$ cat config.mk
export PLATFORM = sky130hd
export DESIGN_NAME = psd_divider
export DESIGN_NICKNAME = d
export VERILOG_FILES = /design/src/rtl/psd_pkg.sv /design/src/rtl/psd_loader.sv /design/src/rtl/psd_prescaler.sv /design/src/rtl/psd_swallow_ctrl.sv /design/src/rtl/psd_divider.sv
export SDC_FILE = /design/constraint.sdc
export NUM_CORES = 1
export LEC_CHECK = 0
export ABC_AREA = 1
export BUFFER_PORTS_ARGS = -buffer_cell sky130_fd_sc_hd__buf_2
export CELL_PAD_IN_SITES_DETAIL_PLACEMENT = 1
export CELL_PAD_IN_SITES_GLOBAL_PLACEMENT = 1
export CORE_AREA = 2 2 112 168
export CTS_BUF_LIST = sky130_fd_sc_hd__clkbuf_2 sky130_fd_sc_hd__clkbuf_4 sky130_fd_sc_hd__clkbuf_8
export CTS_CLUSTER_DIAMETER = 40
export DETAILED_ROUTE_END_ITERATION = 8
export DIE_AREA = 0 0 114 170
export PLACE_DENSITY = 0.86
export SLEW_MARGIN = 40
export SYNTH_ARGS = -nofsm -noshare
export SYNTH_HDL_FRONTEND = slang
export SYNTH_SLANG_ARGS = --single-unit
$ cat constraint.sdc
create_clock -name clk -period 3.5 [get_ports clk]
set_input_delay 1.05 -clock clk [delete_from_list [all_inputs] [get_ports clk]]
set_output_delay 1.05 -clock clk [all_outputs]
set_load 0.02 [all_outputs]
$ cat src/rtl/psd_pkg.sv
// Package psd_pkg
// Shared digit type and prescaler moduli for the pulse-swallow divider.
// Assumes digits are 4-bit BCD, with valid codes 0..9.
package psd_pkg;
    typedef logic [3:0] bcd_t;
    localparam bcd_t BCD_MAX   = 4'd9;
    localparam int   PRE_SHORT = 10;
    localparam int   PRE_LONG  = 11;
endpackage

$ cat src/rtl/psd_loader.sv
// Module psd_loader
// Takes BCD digits one per write, most significant first, and builds the
// binary value of the higher digits (M) as they arrive. The units-digit
// write validates the complete divisor and either commits {M, A} for one
// cycle or raises the error flag.
// Assumes: at most NUM_DIGITS digits per divisor; dig_last marks the units digit.
module psd_loader
    import psd_pkg::*;
#(
    parameter int NUM_DIGITS = 6,
    parameter int N_MIN      = 50000,
    parameter int N_MAX      = 220000,
    parameter int M_W        = 15
) (
    input  logic           clk,
    input  logic           rst_n,
    input  logic           dig_valid,
    input  bcd_t           dig_data,
    input  logic           dig_last,
    output logic           commit,
    output logic [M_W-1:0] commit_m,
    output bcd_t           commit_a,
    output logic           load_err
);
    localparam int ACC_W = $clog2(10 ** NUM_DIGITS);
    localparam int VAL_W = ACC_W + 4;
    localparam int CNT_W = $clog2(NUM_DIGITS + 1);

    logic [ACC_W-1:0] acc_q;
    logic [CNT_W-1:0] cnt_q;
    logic             bad_q;
    logic             commit_q;
    logic             err_q;
    logic [M_W-1:0]   cm_q;
    bcd_t             ca_q;

    logic             digit_bad;
    logic             too_many;
    logic [VAL_W-1:0] full_val;
    logic             in_range;
    logic             units_fit;
    logic             accept;

    // Decide whether the digit on the bus is usable and whether the divisor it completes is legal.
    always_comb begin
        digit_bad = (dig_data > BCD_MAX);
        too_many  = (int'(cnt_q) >= NUM_DIGITS - 1);
        full_val  = VAL_W'(acc_q) * VAL_W'(10) + VAL_W'(dig_data);
        in_range  = (full_val >= VAL_W'(N_MIN)) && (full_val <= VAL_W'(N_MAX));
        units_fit = (acc_q >= ACC_W'(dig_data));
        accept    = !bad_q && !digit_bad && in_range && units_fit;
    end

    // Accumulate the higher digits and issue a commit or an error on the units digit.
    always_ff @(posedge clk) begin
        if (!rst_n) begin
            acc_q    <= '0;
            cnt_q    <= '0;
            bad_q    <= 1'b0;
            commit_q <= 1'b0;
            err_q    <= 1'b0;
            cm_q     <= '0;
            ca_q     <= '0;
        end else begin
            commit_q <= 1'b0;
            if (dig_valid && dig_last) begin
                acc_q <= '0;
                cnt_q <= '0;
                bad_q <= 1'b0;
                if (accept) begin
                    commit_q <= 1'b1;
                    cm_q     <= M_W'(acc_q);
                    ca_q     <= dig_data;
                    err_q    <= 1'b0;
                end else begin
                    err_q    <= 1'b1;
                end
            end else if (dig_valid) begin
                if (!digit_bad && !too_many) begin
                    acc_q <= ACC_W'(acc_q * ACC_W'(10) + ACC_W'(dig_data));
                    cnt_q <= cnt_q + 1'b1;
                end else begin
                    bad_q <= 1'b1;
                end
            end
        end
    end

    assign commit   = commit_q;
    assign commit_m = cm_q;
    assign commit_a = ca_q;
    assign load_err = err_q;

    AST_COMMIT_AFTER_LAST: assert property (@(posedge clk) disable iff (!rst_n)
        commit_q |-> $past(dig_valid && dig_last));
    AST_REJECT_NO_COMMIT: assert property (@(posedge clk) disable iff (!rst_n)
        $rose(err_q) |-> !commit_q);
    AST_COMMIT_UNITS_BCD: assert property (@(posedge clk) disable iff (!rst_n)
        commit_q |-> (ca_q <= BCD_MAX));
endmodule

$ cat src/rtl/psd_prescaler.sv
// Module psd_prescaler
// Dual-modulus prescaler that divides by 10 or 11. The requested modulus
// is latched only on the last clock of a prescaler cycle, so a cycle never
// changes length partway through.
// Assumes mod_next is valid whenever ps_end is high.
module psd_prescaler
    import psd_pkg::*;
(
    input  logic clk,
    input  logic rst_n,
    input  logic mod_boot,
    input  logic mod_next,
    output logic ps_first,
    output logic ps_end,
    output logic mod_now
);
    logic [3:0] cnt_q;
    logic       mod_q;
    logic       run_q;

    // Flag the first and the last clock of the current prescaler cycle.
    always_comb begin
        ps_first = (cnt_q == 4'd0);
        ps_end   = (cnt_q == (mod_q ? 4'(PRE_LONG - 1) : 4'(PRE_SHORT - 1)));
    end

    // Count input clocks and re-time the modulus request at the cycle boundary.
    always_ff @(posedge clk) begin
        if (!rst_n) begin
            cnt_q <= '0;
            mod_q <= mod_boot;
        end else if (ps_end) begin
            cnt_q <= '0;
            mod_q <= mod_next;
        end else begin
            cnt_q <= cnt_q + 4'd1;
        end
    end

    // Note that at least one clock has run outside reset, so past values are meaningful.
    always_ff @(posedge clk) begin
        if (!rst_n) run_q <= 1'b0;
        else        run_q <= 1'b1;
    end

    assign mod_now = mod_q;

    AST_PRE_COUNT_BOUND: assert property (@(posedge clk) disable iff (!rst_n)
        cnt_q <= 4'(PRE_LONG - 1));
    AST_MOD_AT_BOUNDARY: assert property (@(posedge clk) disable iff (!rst_n)
        (run_q && !$past(ps_end)) |-> $stable(mod_q));
endmodule

$ cat src/rtl/psd_swallow_ctrl.sv
// Module psd_swallow_ctrl
// Programmable counter for the pulse-swallow scheme. It counts M prescaler
// cycles per period, of which the first A are requested at divide-by-11.
// It keeps an active divisor and a shadow divisor; the shadow is moved over
// only at the end of a period. It also drives the early and the exact pulse.
// Assumes commit carries a divisor with M >= A and M >= 2.
module psd_swallow_ctrl
    import psd_pkg::*;
#(
    parameter int N_BOOT = 50000,
    parameter int M_W    = 15
) (
    input  logic           clk,
    input  logic           rst_n,
    input  logic           ps_first,
    input  logic           ps_end,
    input  logic           commit,
    input  logic [M_W-1:0] commit_m,
    input  bcd_t           commit_a,
    output logic           mod_boot,
    output logic           mod_next,
    output logic           fast_pulse,
    output logic           slow_pulse
);
    localparam logic [M_W-1:0] BOOT_M = M_W'(N_BOOT / 10);
    localparam bcd_t           BOOT_A = 4'(N_BOOT % 10);

    logic [M_W-1:0] act_m_q, shd_m_q, m_left_q;
    bcd_t           act_a_q, shd_a_q, sw_rem_q;
    logic           pend_q;
    logic           fast_q, slow_q;

    logic           last_cyc;
    logic           per_end;
    logic [M_W-1:0] nxt_m;
    bcd_t           nxt_a;

    // Find the final prescaler cycle and select the divisor for the next period.
    always_comb begin
        last_cyc = (m_left_q == M_W'(1));
        per_end  = ps_end && last_cyc;
        nxt_m    = pend_q ? shd_m_q : act_m_q;
        nxt_a    = pend_q ? shd_a_q : act_a_q;
        mod_next = per_end ? (nxt_a != 4'd0) : (sw_rem_q > 4'd1);
        mod_boot = (BOOT_A != 4'd0);
    end

    // Step the cycle counters, swap in the shadow divisor at period end, and register the pulses.
    always_ff @(posedge clk) begin
        if (!rst_n) begin
            act_m_q  <= BOOT_M;
            act_a_q  <= BOOT_A;
            shd_m_q  <= BOOT_M;
            shd_a_q  <= BOOT_A;
            pend_q   <= 1'b0;
            m_left_q <= BOOT_M;
            sw_rem_q <= BOOT_A;
            fast_q   <= 1'b0;
            slow_q   <= 1'b0;
        end else begin
            fast_q <= ps_first && last_cyc;
            slow_q <= per_end;
            if (per_end) begin
                act_m_q  <= nxt_m;
                act_a_q  <= nxt_a;
                m_left_q <= nxt_m;
                sw_rem_q <= nxt_a;
                pend_q   <= commit;
            end else begin
                if (ps_end) begin
                    m_left_q <= m_left_q - M_W'(1);
                    if (sw_rem_q != 4'd0) sw_rem_q <= sw_rem_q - 4'd1;
                end
                if (commit) pend_q <= 1'b1;
            end
            if (commit) begin
                shd_m_q <= commit_m;
                shd_a_q <= commit_a;
            end
        end
    end

    assign fast_pulse = fast_q;
    assign slow_pulse = slow_q;

    AST_SLOW_ONE_WIDE: assert property (@(posedge clk) disable iff (!rst_n)
        slow_q |=> !slow_q);
    AST_FAST_ONE_WIDE: assert property (@(posedge clk) disable iff (!rst_n)
        fast_q |=> !fast_q);
    AST_FAST_LEADS_SLOW: assert property (@(posedge clk) disable iff (!rst_n)
        slow_q |-> ($past(fast_q, 9) || $past(fast_q, 10)));
    AST_SWALLOW_FITS: assert property (@(posedge clk) disable iff (!rst_n)
        int'(sw_rem_q) <= int'(m_left_q));
    AST_COMMIT_PENDS: assert property (@(posedge clk) disable iff (!rst_n)
        commit |=> pend_q);
endmodule

$ cat src/rtl/psd_divider.sv
// Module psd_divider
// Top level of the pulse-swallow BCD divider. It joins the digit loader,
// the programmable swallow counter and the dual-modulus prescaler.
// Assumes N_MIN >= 90, so that every legal divisor has M >= A.
module psd_divider
    import psd_pkg::*;
#(
    parameter int NUM_DIGITS = 6,
    parameter int N_MIN      = 50000,
    parameter int N_MAX      = 220000,
    parameter int N_BOOT     = 50000
) (
    input  logic       clk,
    input  logic       rst_n,
    input  logic       dig_valid,
    input  logic [3:0] dig_data,
    input  logic       dig_last,
    output logic       fast_pulse,
    output logic       slow_pulse,
    output logic       mod_hi,
    output logic       load_err
);
    localparam int M_W = $clog2(N_MAX / 10 + 1);

    logic           commit;
    logic [M_W-1:0] commit_m;
    bcd_t           commit_a;
    logic           ps_first, ps_end;
    logic           mod_boot, mod_next;

    psd_loader #(
        .NUM_DIGITS(NUM_DIGITS), .N_MIN(N_MIN), .N_MAX(N_MAX), .M_W(M_W)
    ) u_loader (
        .clk(clk), .rst_n(rst_n),
        .dig_valid(dig_valid), .dig_data(dig_data), .dig_last(dig_last),
        .commit(commit), .commit_m(commit_m), .commit_a(commit_a),
        .load_err(load_err)
    );

    psd_swallow_ctrl #(
        .N_BOOT(N_BOOT), .M_W(M_W)
    ) u_ctrl (
        .clk(clk), .rst_n(rst_n),
        .ps_first(ps_first), .ps_end(ps_end),
        .commit(commit), .commit_m(commit_m), .commit_a(commit_a),
        .mod_boot(mod_boot), .mod_next(mod_next),
        .fast_pulse(fast_pulse), .slow_pulse(slow_pulse)
    );

    psd_prescaler u_pre (
        .clk(clk), .rst_n(rst_n),
        .mod_boot(mod_boot), .mod_next(mod_next),
        .ps_first(ps_first), .ps_end(ps_end), .mod_now(mod_hi)
    );
endmodule

==> results by group <==
Floorplanning
  – Die Area: 19400 um2
  – IO Pins: 12
  – Chip height: 170 um
  – Row Count: 60
  – Initial core utilization: 42.2%
  – Die W: 114 um
  – Core area: 17900 um2

Synth
  – Top cell type's share of synthesized area: 29.2%
  – Synth Warn #: 0
  – Netlist cell types: 47
  – Most common cell in the netlist: nand2_1
  – Post-synth EDFFs: 0
  – Post-Syn Nets: 1200
  – Ys flop type: dfxtp_1
  – Post-synthesis instance total: 1138
  – Register area share after synthesis: 29.2%
  – Mapped Area: 7540 um2
  – Fraction of registers with async set/reset: 0%
  – Mean post-synth cell area: 6.63 um2
  – Synth area leader: dfxtp_1
  – Synthesized flop and latch total: 110
  – Top post-synthesis cells by area: dfxtp_1, nand2_1, ha_1
  – Post-synth top cells: nand2_1, dfxtp_1, inv_1

Setup path
  – Critical-path cell list: buf_4 > ha_1 > ha_4 > nor2_1 > nand2_8 > nand2_2 > nand2_2 > nand2_4 > nand2_1 > nor2_1 > nand2_1 > nor2_2 > nand2_2 > nor2_4 > nand2_1 > nand2_1 > nand2_2 > nor2_4 > buf_4 > nand2_8 > nor2_4 > nand4_1 > nand2_1
  – Slowest cell on crit path: dfxtp_2
  – Setup crit start kind: flip-flop
  – CP max stage delay: 360 ps
  – Setup Crit Path Kind: reg2reg
  – Worst Setup End Kind: flip-flop
  – CP max FO: 6
  – Worst EP arrival: 3810 ps
  – Crit path required time: 3830 ps
  – Worst Path Buf+Inv: 2
  – Most used cell, CP: nand2_1
  – Cell family with most CP delay: simple AND/OR/NAND/NOR gates

Clock network
  – Worst-path clk slew: 120 ps
  – Num CTS Buffers: 9
  – Clock Sink Count: 110
  – CTS Buffer Depth: 2
  – Clk Latency, worst-skew pair: 390 ps
  – H-tree depth: 3
  – CTS tree: yes
  – Hold Buf Count CTS: 0
  – Root Buffer: clkbuf_8

Min path
  – HP Class: reg2reg

Global routing
  – Global-route wire length before repair: 38100 um
  – Largest net degree at the start of global routing: 66
  – Gr usage total: 24.3%
  – GRT overflow: 0
  – Number of global-route vias before repair: 8230
  – Antenna violations before repair: 0

Place
  – GPL Wtd Cong: 0.861
  – Count of port buffers added during placement: 11
  – Detailed placer's ending HPWL: 17800 um

Route
  – DRC: 0
  – Via density per instance: 5.51
  – 1st-pass router iterations: 4
  – WL per Instance: 17.5 um
  – Antenna-violating nets left: 0
  – Vias post-DR: 7864
  – Final wirelength: 25000 um
  – Initial DRC count: 322

Timing
  – Least-Margin Pin Slew: 767 ps
  – Fin. Hold Viols: 0
  – Final Setup Violations: 0
  – FMAX: 287 MHz
  – Worst rel slew slack: 48.9%
  – Final Cycle Share: 99.5%
  – RSZ-0062 raised after global routing: true
  – Clk_skew: 17.9 ps
  – Period minus WS final: 3480 ps
  – Slew Limit Fails: 0

Final layout
  – Area grow syn2layout: 18.0%
  – Share of layout cells above drive strength 1: 21.8%
  – FF/Latch Area: 2220 um2
  – Diode count: 0
  – Fillcell total: 2342
  – Util after Layout: 49.8%
  – Final net count: 1268
  – Footprint of the multi-input gates: 5050 um2

Run status
  – Status: completed

Flow run
  – Max_cap viols: 0

Power and ir drop
  – Leak: 4.23 nW
  – Tot Pwr: 2.82 mW
  – Cell Pwr Density: 317 nW/um2
  – VDD IR max: 0.000181 V
-- where the power goes --
part	total (mW)	switching, mW	internal, mW
registers	1.32	0.0353	1.28
clock network	0.823	0.481	0.342
logic	0.678	0.429	0.249
total	2.82	0.946	1.87
-- layout make-up --
| cell class | instances | area share, % |
|---|---|---|
| clock buffers | 9 | 1.39 |
| clock inverters | 7 | 0.914 |
| inverters | 124 | 5.23 |
| multi-input cells | 875 | 56.7 |
| flip-flops and latches | 110 | 24.9 |
| well taps | 217 | 3.05 |
| repair buffers | 86 | 7.73 |
-- worst min-delay path, delay by kind of cell (launching register included) --
kind	cells	cell delay (ps)
DFF	1	340
and+or+nand+nor	2	110
-- per-stage QoR --
step | hold WS [ps] | TNS [ps] | instance area, um2 | cells | worst slack, ps
final | 472 | 0 | 8900 | 1428 | 19.2
after global placement | 438 | -6040 | 8160 | 1392 | -298
after CTS | 475 | 0 | 8420 | 1412 | 16.5
after global routing | 491 | -2420 | 8900 | 1428 | -159
after detailed placement | 451 | -8340 | 8160 | 1392 | -471
after floorplan | 421 | 0 | 7540 | 1138 | 90.5
-- flip-flops by register name (all words and copies together), names as in the netlist --
name,flops
u_loader.bad_q,1
u_loader.acc_q,20
u_loader.commit,1
u_ctrl.m_left_q,15
u_ctrl.shd_m_q,15
u_ctrl.sw_rem_q,4
u_ctrl.act_a_q,4
u_ctrl.slow_pulse,1
u_pre.mod_now,1
u_ctrl.fast_pulse,1
u_loader.commit_m,15
u_loader.cnt_q,3
u_loader.commit_a,4
u_ctrl.pend_q,1
u_pre.cnt_q,4
u_loader.load_err,1
u_ctrl.shd_a_q,4
u_ctrl.act_m_q,15
-- worst paths after layout --
path                                            from                     to  slack (ps)  cells after the start
worst max-delay path               u_loader.acc_q[3]  u_loader.commit_m[14]          20                     23
worst min-delay path            u_loader.commit_m[4]   u_loader.commit_m[4]         470                      2
worst max register to register     u_loader.acc_q[3]  u_loader.commit_m[14]          20                     23
worst min register to register  u_loader.commit_m[4]   u_loader.commit_m[4]         470                      2
-- kinds of logic (layout without fill, tap and decap cells) --
group,count (synthesis),count (layout),share of synthesized area [%]
buf+inv,156,226,8.31
fa+ha+maj,54,54,9.16
xor+xnor,16,16,1.86
mux,1,1,0.133
flops,110,110,29.2
simple gates,663,666,41.2
compound gates,138,138,10.2
-- metal layers --
metal / share of wire, % / global-route usage [%]
met1: 37 / 23.6
met2: 56 / 48.4
met3: 1.5 / 2.42
met4: 5.8 / 13.8
met5: 0 / 0
-- placed cells by master, fill, tap and decap left out, types with 9 or more instances in the layout --
cell	n
nor2_4	15
nor2_1	95
a21oi_1	55
nor2_2	16
dfxtp_1	98
nand3_2	31
o21ai_0	55
xor2_1	9
nor3_1	9
buf_4	70
nand3_1	63
dfxtp_2	11
nand2_1	330
clkbuf_8	9
inv_2	13
nand4_1	39
ha_1	43
buf_2	10
nand2_2	39
inv_1	108
-- timing repair --
item                       CTS  global route
gates resized for setup      2            88
buffers inserted             2            12
cloned                       2             4
setup endpoints to repair   16            21
pin swaps                    3            51
No activity file was read; power rests on OpenSTA's default activity.
